`src/rtl/alert_pkg.sv`:
```
package alert_pkg;
  localparam int unsigned NCH = 3;
  localparam int unsigned SW  = 2 * NCH;

  typedef enum logic [1:0] {
    CH_TEMP = 2'd0,
    CH_CURR = 2'd1,
    CH_VOLT = 2'd2
  } ch_e;

  // queue depth decode: 0..3 -> 1,2,4,8
  function automatic logic [4:0] q_depth(input logic [1:0] sel);
    return 5'd1 << sel;
  endfunction
endpackage

```
`src/rtl/alert_fault_queue.sv`:
```
module alert_fault_queue
  import alert_pkg::*;
(
  input  logic       clk_i,
  input  logic       rst_ni,
  input  logic       meas_i,
  input  logic       fault_i,
  input  logic [1:0] sel_i,
  output logic       full_o
);
  logic [3:0] cnt_q;
  logic [4:0] cnt_inc;
  logic [4:0] depth;

  assign depth   = q_depth(sel_i);
  assign cnt_inc = {1'b0, cnt_q} + 5'd1;
  assign full_o  = fault_i && (cnt_inc >= depth);

  always_ff @(posedge clk_i or negedge rst_ni) begin
    if (!rst_ni) begin
      cnt_q <= '0;
    end else if (meas_i) begin
      if (!fault_i)            cnt_q <= '0;
      else if (cnt_q < 4'd8)   cnt_q <= cnt_inc[3:0];
    end
  end

  a_r2_cnt_bound: assert property (@(posedge clk_i) disable iff (!rst_ni)
    cnt_q <= 4'd8);
  a_r2_reset_on_clean: assert property (@(posedge clk_i) disable iff (!rst_ni)
    meas_i && !fault_i |=> cnt_q == 4'd0);
endmodule

```
`src/rtl/alert_hyst_trk.sv`:
```
module alert_hyst_trk #(
  parameter int unsigned W = 8
) (
  input  logic         clk_i,
  input  logic         rst_ni,
  input  logic         meas_i,
  input  logic [W-1:0] val_i,
  input  logic [W-1:0] hi_i,
  input  logic [W-1:0] hyst_i,
  output logic         act_o
);
  logic [W-1:0] thr;
  logic         act_q;

  assign thr   = (hi_i > hyst_i) ? (hi_i - hyst_i) : '0;
  assign act_o = act_q;

  always_ff @(posedge clk_i or negedge rst_ni) begin
    if (!rst_ni)                      act_q <= 1'b0;
    else if (meas_i && val_i >= hi_i) act_q <= 1'b1;
    else if (meas_i && val_i < thr)   act_q <= 1'b0;
  end

  a_r7_rise_at_limit: assert property (@(posedge clk_i) disable iff (!rst_ni)
    $rose(act_q) |-> $past(meas_i && (val_i >= hi_i)));
  a_r8_fall_below_limit: assert property (@(posedge clk_i) disable iff (!rst_ni)
    $fell(act_q) |-> $past(meas_i && (val_i < hi_i)));
endmodule

```
`src/rtl/alert_ctrl.sv`:
```
module alert_ctrl
  import alert_pkg::*;
#(
  parameter int unsigned W = 8
) (
  input  logic         clk_i,
  input  logic         rst_ni,
  input  logic         meas_valid_i,
  input  logic [W-1:0] temp_i,
  input  logic [W-1:0] curr_i,
  input  logic [W-1:0] volt_i,
  input  logic [W-1:0] temp_hi_i,
  input  logic [W-1:0] temp_lo_i,
  input  logic [W-1:0] curr_hi_i,
  input  logic [W-1:0] curr_lo_i,
  input  logic [W-1:0] volt_hi_i,
  input  logic [W-1:0] volt_lo_i,
  input  logic [W-1:0] temp_hyst_i,
  input  logic [W-1:0] cv_hyst_i,
  input  logic         comp_mode_i,
  input  logic         mask_all_i,
  input  logic [3:0]   evt_mask_i,
  input  logic [1:0]   queue_sel_i,
  input  logic         status_clr_i,
  input  logic         peak_i,
  input  logic         peak_link_i,
  output logic         alert_no,
  output logic [5:0]   status_o
);
  logic [NCH-1:0][W-1:0] val, hi, lo, hyst;
  logic [NCH-1:0]        above, below, cmp_act, ch_en;
  logic [NCH-1:0]        lat_hi, lat_lo;
  logic [SW-1:0]         set_v, flt_q, lat_q, lat_d;
  logic                  temp_full;
  logic                  lat_src, cmp_src, pk_src, alert_d;

  assign val  = {volt_i, curr_i, temp_i};
  assign hi   = {volt_hi_i, curr_hi_i, temp_hi_i};
  assign lo   = {volt_lo_i, curr_lo_i, temp_lo_i};
  assign hyst = {cv_hyst_i, cv_hyst_i, temp_hyst_i};
  assign ch_en = ~evt_mask_i[NCH-1:0];

  alert_fault_queue u_tq (
    .clk_i  (clk_i),
    .rst_ni (rst_ni),
    .meas_i (meas_valid_i),
    .fault_i(above[CH_TEMP] | below[CH_TEMP]),
    .sel_i  (queue_sel_i),
    .full_o (temp_full)
  );

  for (genvar c = 0; c < NCH; c++) begin : g_ch
    assign above[c] = val[c] > hi[c];
    assign below[c] = val[c] < lo[c];

    if (c == CH_TEMP) begin : g_q
      assign set_v[2*c]   = above[c] & temp_full;
      assign set_v[2*c+1] = below[c] & temp_full;
    end else begin : g_nq
      assign set_v[2*c]   = above[c];
      assign set_v[2*c+1] = below[c];
    end

    alert_hyst_trk #(.W(W)) u_hy (
      .clk_i  (clk_i),
      .rst_ni (rst_ni),
      .meas_i (meas_valid_i),
      .val_i  (val[c]),
      .hi_i   (hi[c]),
      .hyst_i (hyst[c]),
      .act_o  (cmp_act[c])
    );

    assign lat_hi[c]       = lat_q[2*c];
    assign lat_lo[c]       = lat_q[2*c+1];
    assign status_o[2*c]   = comp_mode_i ? cmp_act[c] : lat_q[2*c];
    assign status_o[2*c+1] = lat_q[2*c+1];
  end

  // clear keeps bits whose fault was present in the latest reading
  always_comb begin
    lat_d = status_clr_i ? flt_q : lat_q;
    if (meas_valid_i) lat_d = lat_d | set_v;
  end

  always_ff @(posedge clk_i or negedge rst_ni) begin
    if (!rst_ni) begin
      flt_q <= '0;
      lat_q <= '0;
    end else begin
      lat_q <= lat_d;
      if (meas_valid_i) flt_q <= set_v;
    end
  end

  assign lat_src = ((|(lat_hi & ch_en)) & ~comp_mode_i) | (|(lat_lo & ch_en));
  assign cmp_src = comp_mode_i & (|(cmp_act & ch_en));
  assign pk_src  = comp_mode_i & peak_link_i & peak_i & ~evt_mask_i[3];
  assign alert_d = (lat_src & ~mask_all_i) | cmp_src | pk_src;

  always_ff @(posedge clk_i or negedge rst_ni) begin
    if (!rst_ni) alert_no <= 1'b1;
    else         alert_no <= ~alert_d;
  end

  a_r5_mask_quiet: assert property (@(posedge clk_i) disable iff (!rst_ni)
    !comp_mode_i && mask_all_i |=> alert_no);
  a_r6_peak_ignored: assert property (@(posedge clk_i) disable iff (!rst_ni)
    !comp_mode_i && (lat_q == '0) |=> alert_no);
  a_r12_peak_asserts: assert property (@(posedge clk_i) disable iff (!rst_ni)
    comp_mode_i && peak_link_i && peak_i && !evt_mask_i[3] |=> !alert_no);
  a_r9_no_read_clear: assert property (@(posedge clk_i) disable iff (!rst_ni)
    comp_mode_i && !meas_valid_i && status_o[0] |=> status_o[0] || !comp_mode_i);
endmodule

```
`config.mk`:
```
export PLATFORM = sky130hd
export DESIGN_NAME = alert_ctrl
export DESIGN_NICKNAME = d
export VERILOG_FILES = /design/src/rtl/alert_pkg.sv /design/src/rtl/alert_fault_queue.sv /design/src/rtl/alert_hyst_trk.sv /design/src/rtl/alert_ctrl.sv
export SDC_FILE = /design/constraint.sdc
export NUM_CORES = 1
export LEC_CHECK = 0
export BUFFER_PORTS_ARGS = -buffer_cell sky130_fd_sc_hd__buf_2
export CORE_MARGIN = 2
export CORE_UTILIZATION = 54
export CTS_BUF_LIST = sky130_fd_sc_hd__clkbuf_16
export CTS_CLUSTER_SIZE = 28
export DETAILED_ROUTE_END_ITERATION = 8
export PLACE_DENSITY = 0.89
export SLEW_MARGIN = 20
export SYNTH_ARGS = -nofsm -noshare
export SYNTH_HDL_FRONTEND = slang
export SYNTH_SLANG_ARGS = --single-unit
export TNS_END_PERCENT = 5
```
`constraint.sdc`:
```
create_clock -name clk_i -period 2.1 [get_ports clk_i]
set_clock_uncertainty 0.1 [all_clocks]
set_input_delay 0.105 -clock clk_i [delete_from_list [all_inputs] [get_ports clk_i]]
set_output_delay 0.105 -clock clk_i [all_outputs]
set_load 0.05 [all_outputs]
```
==> results.cfg, run 1 <==
[sta]
report.final.setup_viol = 3
layout_setup_ws_ns = -0.651
fin_crit_sh_pct = 131
relSlewSlack_pct = 69.3
grt_setup_unrepaired = true
worst_pin_slew_ns = 0.460
hold_violations = 0
finalSetupTns_ns = -1.57
fmax_mhz = 364
fin_crit_ns = 2.75
maxSlewViolCount = 0

[clock_network]
clock-sinks = 20
clk_latency_ns = 0.26
cts_buffers = 3
htree_levels = 1
cts_root_buf = clkbuf_16
cts_tree = yes
clkTransAtPathRegs_ns = 0.05
cts_buffer_depth = 2

[setup_path]
cp.required_ns = 2.11
worstPathMaxFanout = 2
crit_type = input port to register
end_kind = register
slowest_delay_ns = 0.56
critPathTopFamily = simple AND/OR/NAND/NOR gates
cpMaxStageDelayCell = or4_4
cp.arrival_ns = 2.76
worstSetupStartpointType = input port
crit_buf_inv = 1
ff2ff_setup_slack_ns = 0.16
cp_cell_sequence = buf_8, ha_4, fa_2, and2b_1, o21ai_2, nand2_2, nor2_1, or4_4, ha_4, a21oi_2, o21ai_2, or3_4, a21oi_2, o211ai_1

[logic_synthesis]
synth_cell_type_count = 59
synthTopCellsByArea = ha_1 (31%), dfrtp_1 (12%), inv_1 (7.7%)
ys_seq_area_share_pct = 13.0
syn_area_um2 = 3850
ys_warn_count = 0
synth_ff_type = dfrtp_1
netlist_instances = 496
async_flop_share_pct = 100
ys_seq_elements = 20
synth_edf_count = 0
synth_top_area_cell = ha_1
avgSynthCellArea_um2 = 7.77
yosysTopAreaCellShare_pct = 30.8
synth_nets = 696

[global_route]
track_usage_pct = 31.0
antenna_found_initial = 0
grt_pass1_wl_mm = 19.5
grt_overflow = 0
grt_pass1_vias = 4588
grt_max_degree = 22

[detailed_routing]
wl_per_cell_um = 17.2
firstDrtPassIters = 5
drt_iter0_drc = 300
vias_per_cell = 5.96
vias = 4598
drtAntennaViolNets = 0
wirelength_mm = 13.3
drc = 0

[layout]
layout_common_cells = buf_2 (104), ha_1 (90), inv_1 (75)
n_antenna_cell = 0
final_common_cell = buf_2
nets = 877
layout-drive-gt1-share_pct = 35.1
area_growth_pct = 38.8
instances_no_fill = 772

[place]
place_hpwl_mm = 9.84
port_buffers = 108
dp_slack_ns = -0.913
place_congestion = 0.887
placed_cells = 759

[floorplanning]
die-area_um2 = 7830
rows = 30
io_pins = 109
die_height_um = 88.5
start_util_pct = 56.4
coreArea_um2 = 6830
dieWidth_um = 88.5

[min_path]
hold_path_class = input port to register

[power]
irDropWorstVdd_uv = 331
p_per_area_nw_per_um2 = 552
leakagePower_nw = 2.88

[flow_run]
drv_cap = 0

[status]
violations = negative setup slack
status = finished with violations
==> cell usage after synthesis, drive strengths merged, types with 5 or more instances <==
master	instances
nor2b	6
o21ai	32
a21oi	48
a21boi	5
nand2b	13
a21o	11
inv	80
mux2i	6
nand3	11
dfrtp	19
ha	95
xnor2	11
nand4	9
nor3	7
nor2	24
nand2	49
o21a	8
==> report_power, final <==
part / leakage, nW / switching [mW] / total, mW / internal (mW)
Sequential: 0.237 / 0.135 / 0.642 / 0.507
Combinational: 2.61 / 1.05 / 1.91 / 0.861
Clock: 0.0385 / 0.150 / 0.404 / 0.254
==> worst reg2reg max path: stages, from the launching register on <==
cell,delay (ns)
dfrtp_1,0.43
ha_1,0.29
xor2_1,0.16
ha_1,0.20
a311oi_1,0.22
o21ai_0,0.17
nand2_1,0.13
o21ai_0,0.11
==> cell families after synthesis <==
kind of cell,count (synthesis),synth area share (%)
muxes,9,2.44
adders and majority gates,98,32.4
xor gates and xnor gates,14,3.18
and+or+nand+nor,131,17.0
DFF,20,13.0
buffers and inverters,87,8.77
AOI/OAI and AO/OA,137,23.2
==> routing by layer <==
| layer | up-vias | wire length (um) | global-route usage [%] |
|---|---|---|---|
| li1 | 2124 | - | - |
| met1 | 2083 | 4790 | 34.4 |
| met2 | 304 | 6770 | 58.0 |
| met3 | 87 | 1070 | 4.20 |
| met4 | 0 | 648 | 14.3 |
| met5 | - | 0 | 0 |
==> state kept, by name, indices dropped and copies added (netlist names) <==
name	flops
lat_q	6
u_tq.cnt_q	4
flt_q	6
alert_no	1
g_ch.u_hy.act_o	3
==> path summary, 6_finish.rpt <==
path                       cells after the start     startpoint                 end
setup reg to reg                               7  u_tq.cnt_q[0]            lat_q[0]
hold reg to reg                                2       flt_q[1]            lat_q[1]
hold / removal                                 2    comp_mode_i            alert_no
max in group asynchronous                      2         rst_ni            alert_no
setup / recovery                              14   cv_hyst_i[0]  g_ch[1].u_hy.act_o
min in group asynchronous                      2         rst_ni            flt_q[4]
==> through the flow <==
step / instance area (um^2) / util [%] / hold WS (ns) / power (mW)
finish: 5350 / 78.3 / 0.00639 / 2.95
global route: 5350 / 78.3 / 0.00381 / 3.14
CTS: 5240 / 76.7 / 0.00146 / 2.82
detailed placement: 5010 / 73.3 / -0.0196 / 2.35
global placement: 5010 / 73.3 / -0.0289 / 2.23
floorplan: 3890 / - / -0.291 / 1.76
==> final cells by class <==
type	instances	area, um^2
multi-input cells	389	3200
fillers	445	1480
repair buffers	183	1140
flip-flops and latches	20	502
inverters	80	305
well taps	96	120
clock buffers	3	75.1
clock inverters	1	3.75
==> repair_timing <==
action	CTS	global route
cloned	0	0
setup buffers	5	3
hold buffers	1	0
pin swaps	19	19
endpoints found under the hold margin	19	0
gates resized for setup	29	22
endpoints found under the setup margin	3	3
(Power assumes the default switching activity.)
==> inputs of run 2 (changes only) <==
--- a/config.mk
+++ b/config.mk
@@ -6,12 +6,14 @@
 export NUM_CORES = 1
 export LEC_CHECK = 0
 export BUFFER_PORTS_ARGS = -buffer_cell sky130_fd_sc_hd__buf_2
+export CORE_ASPECT_RATIO = 0.6
 export CORE_MARGIN = 2
 export CORE_UTILIZATION = 54
 export CTS_BUF_LIST = sky130_fd_sc_hd__clkbuf_16
 export CTS_CLUSTER_SIZE = 28
 export DETAILED_ROUTE_END_ITERATION = 8
 export PLACE_DENSITY = 0.89
+export REMOVE_ABC_BUFFERS = 1
 export SLEW_MARGIN = 20
 export SYNTH_ARGS = -nofsm -noshare
 export SYNTH_HDL_FRONTEND = slang
==> results.cfg, run 2 (synthesis gave the netlist of run 1 again) <==
[detailed_routing]
vias_per_cell = 5.81
wirelength_mm = 12.5
vias = 4438
wl_per_cell_um = 16.4
firstDrtPassIters = 9
drc = 6
drt_iter0_drc = 308
drtAntennaViolNets = 0

[sta]
grt_setup_unrepaired = true
hold_violations = 0
report.final.setup_viol = 3
fin_crit_ns = 2.81
worst_pin_slew_ns = 0.519
fin_crit_sh_pct = 134
maxSlewViolCount = 0
layout_setup_ws_ns = -0.712
fmax_mhz = 356
relSlewSlack_pct = 65.4
finalSetupTns_ns = -1.64

[clock_network]
htree_levels = 1
clock-sinks = 20
cts_buffer_depth = 2
cts_buffers = 3
cts_root_buf = clkbuf_16
clkTransAtPathRegs_ns = 0.07
clk_latency_ns = 0.26
cts_tree = yes

[floorplanning]
die_height_um = 69.4
dieWidth_um = 113
coreArea_um2 = 6790
io_pins = 109
start_util_pct = 56.7
die-area_um2 = 7850
rows = 23

[layout]
reg.largest.list = flt_q: 6 flops, lat_q: 6 flops, u_tq.cnt_q: 4 flops
seq_area_um2 = 502
nets = 878
n_antenna_cell = 0
layout_common_cells = buf_2 (108), ha_1 (90), inv_1 (79)
area_growth_pct = 35.9
design_area_um2 = 5240
multiInputGateArea_um2 = 3110
layout-drive-gt1-share_pct = 32.6
final_common_cell = buf_2
instances_no_fill = 764
final_util_pct = 77.1
nFillCells = 457

[global_route]
grt_pass1_wl_mm = 20.6
grt_pass1_vias = 4556
antenna_found_initial = 0
track_usage_pct = 31.6
grt_overflow = 0
grt_max_degree = 21

[power]
p_int_mw = 1.71
switchingPower_mw = 1.31
combPwrFrac_pct = 60.9
p_sw_share_pct = 43.4
sequentialPowerShare_pct = 21.1
leakagePower_nw = 2.87
p_per_area_nw_per_um2 = 577
irDropWorstVdd_uv = 573
clockPowerShare_pct = 18.0

[setup_path]
worstSetupStartpointType = input port
slowest_delay_ns = 0.52
cpMaxStageDelayCell = or4_1
regToRegEndpoint = flt_q[0]
crit_buf_inv = 2
reg2reg_from = u_tq.cnt_q[0]
worstPathMaxFanout = 2
endpoint = g_ch[1].u_hy.act_o
cp.arrival_ns = 2.83
crit_type = input port to register
cp_cell_sequence = buf_2, buf_4, ha_2, fa_2, and2b_1, o21ai_2, nand2_2, nor2_1, or4_1, ha_2, a21oi_2, o21ai_0, or3_1, a21oi_1, o211ai_1
path_depth = 15
worstRegToRegCells = 7
end_kind = register
startpoint = cv_hyst_i[0]
critPathTopFamily = simple AND/OR/NAND/NOR gates
ff2ff_setup_slack_ns = 0.14
cp.required_ns = 2.12
critical_path.most_common_cell = ha_2

[min_path]
hold_path_class = input port to register

[place]
placed_area_um2 = 5010
place_congestion = 0.976
placed_cells = 756
dp_slack_ns = -1.16
port_buffers = 108
place_hpwl_mm = 10.2

[status]
status = finished with violations
violations = design-rule violations, negative setup slack

[flow_run]
drv_cap = 0
==> run 2: changes by cell type in the layout (fill, tap and decap cells not counted), sizes merged <==
cell         before  now
bufinv            0    1
dlygate4sd3       1    2
clkinv            1    0
==> run 2: what timing repair did <==
action	CTS	global route
setup endpoints to repair	3	3
pin swaps	4	2
hold buffers	2	0
setup buffers	1	1
gates resized for setup	18	10
endpoints found under the hold margin	20	0
==> run 2: through the flow <==
step	power (mW)	hold slack, ns
after floorplan	1.71	-0.291
after global placement	2.22	-0.0266
after detailed placement	2.34	-0.0127
after CTS	2.94	0.0458
after global routing	3.24	0.0759
final	3.02	0.0519
==> run 2: worst min path at each step <==
stage	startpoint	endpoint	slack, ns	cells after the start
final	volt_i[0]	g_ch[2].u_hy.act_o	0.05	3
after CTS	mask_all_i	alert_no	0.05	3
after global placement	rst_ni	u_tq.cnt_q[0]	-0.03	1
after detailed placement	rst_ni	flt_q[5]	-0.01	1
after floorplan	rst_ni	flt_q[0]	-0.29	0
after global routing	mask_all_i	alert_no	0.08	3
==> run 2: layout make-up <==
type | instances | share of cell area (%)
clock inverter | 1 | 0.573
multi-input combinational | 389 | 59.3
clock buffer | 3 | 1.43
sequential | 20 | 9.58
inverter | 80 | 5.73
timing repair buffer | 184 | 21.3
tap | 87 | 2.08
==> run 2: power groups by stage <==
stage	logic, mW	registers (mW)	clock network (mW)
2_1_floorplan	1.04	0.672	0
3_3_place_gp	1.60	0.626	0
3_5_place_dp	1.71	0.633	0
4_1_cts	1.77	0.631	0.541
5_1_grt	2.02	0.651	0.569
6_report	1.84	0.639	0.544
==> run 2: worst register-to-register path, cell delays in order (launching register included) <==
cell	delay [ns]
dfrtp_1	0.43
ha_1	0.28
xor2_1	0.17
ha_1	0.30
inv_1	0.04
o21ai_0	0.22
nand2_1	0.13
o2bb2ai_1	0.20
==> run 2: metal layers <==
| metal | routed length (um) | share of wire [%] | track usage [%] | vias to the layer above |
|---|---|---|---|---|
| met4 | 423 | 3.4 | 9.08 | 0 |
| met2 | 5890 | 47 | 55.5 | 230 |
| met5 | 0 | 0 | 0 | - |
| li1 | - | - | - | 2118 |
| met1 | 5290 | 42 | 39.2 | 2041 |
| met3 | 927 | 7.4 | 6.21 | 49 |
==> inputs of run 3 (changes only) <==
--- a/config.mk
+++ b/config.mk
@@ -6,9 +6,11 @@
 export NUM_CORES = 1
 export LEC_CHECK = 0
 export BUFFER_PORTS_ARGS = -buffer_cell sky130_fd_sc_hd__buf_2
+export CELL_PAD_IN_SITES_DETAIL_PLACEMENT = 1
+export CELL_PAD_IN_SITES_GLOBAL_PLACEMENT = 2
 export CORE_ASPECT_RATIO = 0.6
 export CORE_MARGIN = 2
-export CORE_UTILIZATION = 54
+export CORE_UTILIZATION = 31
 export CTS_BUF_LIST = sky130_fd_sc_hd__clkbuf_16
 export CTS_CLUSTER_SIZE = 28
 export DETAILED_ROUTE_END_ITERATION = 8
@@ -17,5 +19,6 @@
 export SLEW_MARGIN = 20
 export SYNTH_ARGS = -nofsm -noshare
 export SYNTH_HDL_FRONTEND = slang
+export SYNTH_HIERARCHICAL = 1
 export SYNTH_SLANG_ARGS = --single-unit
 export TNS_END_PERCENT = 5
==> results.cfg, run 3 <==
[layout]
n_antenna_cell = 0
area_growth_pct = 50.8
instances_no_fill = 1010
nets = 1043
final_util_pct = 48.6
layout-drive-gt1-share_pct = 38.3
design_area_um2 = 6720
reg.largest.list = flt_q: 6 flops, lat_q: 6 flops, u_tq/cnt_q: 4 flops
final_common_cell = buf_4
layout_common_cells = buf_4 (129), inv_1 (113), ha_1 (104)

[floorplanning]
rows = 33
die-area_um2 = 15400
io_pins = 109
start_util_pct = 32.2
die_height_um = 96.9
dieWidth_um = 159
coreArea_um2 = 13800

[power]
leakagePower_nw = 3.55
switchingPower_mw = 1.47
p_int_mw = 1.81
clockPowerShare_pct = 12.3
sequentialPowerShare_pct = 18.5
p_per_area_nw_per_um2 = 488
irDropWorstVdd_uv = 354
combPwrFrac_pct = 69.3
p_sw_share_pct = 44.8

[sta]
relSlewSlack_pct = 68.1
report.final.setup_viol = 3
fin_crit_sh_pct = 117
fmax_mhz = 405
hold_violations = 0
layout_setup_ws_ns = -0.366
finalSetupTns_ns = -1.06
fin_crit_ns = 2.47
maxSlewViolCount = 0
grt_setup_unrepaired = true
worst_pin_slew_ns = 0.478

[status]
violations = negative setup slack
status = finished with violations

[global_route]
antenna_found_initial = 1
grt_overflow = 0
grt_pass1_wl_mm = 29.4
grt_max_degree = 21
grt_pass1_vias = 5787
track_usage_pct = 23.4

[place]
place_congestion = 0.869
placed_cells = 971
place_hpwl_mm = 14.6
port_buffers = 108
placed_area_um2 = 5920

[detailed_routing]
drt_iter0_drc = 222
wl_per_cell_um = 17.9
vias = 5174
drtAntennaViolNets = 0
drc = 0
firstDrtPassIters = 4
vias_per_cell = 5.12
wirelength_mm = 18.1

[logic_synthesis]
synth_top_area_cell = ha_1
synth_edf_count = 0
syn_area_um2 = 4460
ys_warn_count = 6
yosysTopAreaCellShare_pct = 33.4
avgSynthCellArea_um2 = 7.66
synth_cell_type_count = 50
synthTopCellsByArea = ha_1 (33%), dfrtp_1 (11%), inv_1 (9.8%)
async_flop_share_pct = 100
netlist_instances = 582
ys_seq_area_share_pct = 11.3
synth_ff_type = dfrtp_1
ys_seq_elements = 20
yosysMostFrequentCell = ha_1
ys_top_cells_by_count = ha_1 (119), inv_1 (116), a21oi_1 (49)

[setup_path]
end_kind = register
cp.required_ns = 2.12
worstSetupStartpointType = input port
cpMaxStageDelayCell = fa_2
cp_cell_sequence = buf_12, ha_4, fa_2, nand2b_4, a211oi_4, o22a_4, nand2b_4, ha_4, o21a_1, o211ai_1, o2111ai_1, o211ai_1, nand3_1
ff2ff_setup_slack_ns = 0.04
slowest_delay_ns = 0.34
crit_type = input port to register
cp.arrival_ns = 2.49
worstPathMaxFanout = 6

[flow_run]
drv_cap = 0

[min_path]
hold_path_class = input port to register

[clock_network]
cts_tree = yes
cts_buffers = 3
clkTransAtPathRegs_ns = 0.05
htree_levels = 1
cts_root_buf = clkbuf_16
cts_buffer_depth = 2
clock-sinks = 20
clk_latency_ns = 0.26
[run 3: changes by cell type in the layout (fill, tap and decap cells not counted), sizes merged, moves of 11 or more]
cell / change
inv: +36
buf: +54
a211oi: +15
nand2: -14
ha: +24
o211ai: +11
[run 3: through the flow]
stage          hold slack (ns)  setup slack, ns  power [mW]
3_5_place_dp           -0.0124           -0.993        2.53
6_report                0.0178           -0.366        3.28
4_1_cts                 0.0133           -0.396        3.08
3_3_place_gp           -0.0198           -0.722        2.38
2_1_floorplan           -0.291           -0.451        1.74
5_1_grt                 0.0287           -0.479        3.56
[run 3: final cells by class]
class / instances / area (um^2)
Fill cell: 1735 / 7110
Multi-Input combinational cell: 440 / 3910
Timing Repair Buffer: 238 / 1560
Sequential cell: 20 / 502
Inverter: 116 / 438
Tap cell: 192 / 240
Clock buffer: 3 / 75.1
Clock inverter: 1 / 3.75
[run 3: what timing repair did]
action / CTS / global route
resized for setup: 45 / 45
endpoints found under the setup margin: 5 / 7
buffers inserted: 30 / 8
hold endpoints to repair: 19 / 0
pin swaps: 22 / 38
hold buffers: 1 / 0
[run 3: logic make-up after synthesis]
| kind of cell | Yosys count | synth area share, % |
|---|---|---|
| compound gates | 172 | 25.5 |
| xor+xnor | 5 | 0.982 |
| fa+ha+maj | 122 | 34.7 |
| buf+inv | 122 | 10.6 |
| flops | 20 | 11.3 |
| mux | 9 | 2.10 |
| simple gates | 132 | 14.9 |
[run 3: final timing paths]
check,from,endpoint,cells after the start
setup / recovery,cv_hyst_i[0],g_ch[2].u_hy/act_o,13
hold / removal,mask_all_i,alert_no,3
setup reg to reg,u_tq/cnt_q[0],flt_q[1],7
hold reg to reg,flt_q[3],lat_q[3],2
max in group asynchronous,rst_ni,alert_no,2
min in group asynchronous,rst_ni,u_tq/cnt_q[0],2
[run 3: critical path: cells and delay by family]
kind | cells | cell delay, ns
AO/OA/AOI/OAI | 6 | 1.16
adder cells (fa/ha/maj) | 3 | 0.74
buffers and inverters | 1 | 0.11
AND/OR/NAND/NOR | 3 | 0.36
[run 3: layer usage]
layer	vias to the layer above	part of all wire, %	track usage, %
met4	0	1.3	3.81
met5	-	0	0
met1	2501	47	30.6
met2	98	48	41.6
li1	2554	-	-
met3	21	3.4	3.17
[run 3: power by group through the flow]
stage	clock network, mW	logic (mW)	registers [mW]
floorplan	0	1.07	0.662
detailed placement	0	1.92	0.613
global placement	0	1.78	0.602
CTS	0.414	2.06	0.607
global route	0.432	2.50	0.625
finish	0.402	2.27	0.606
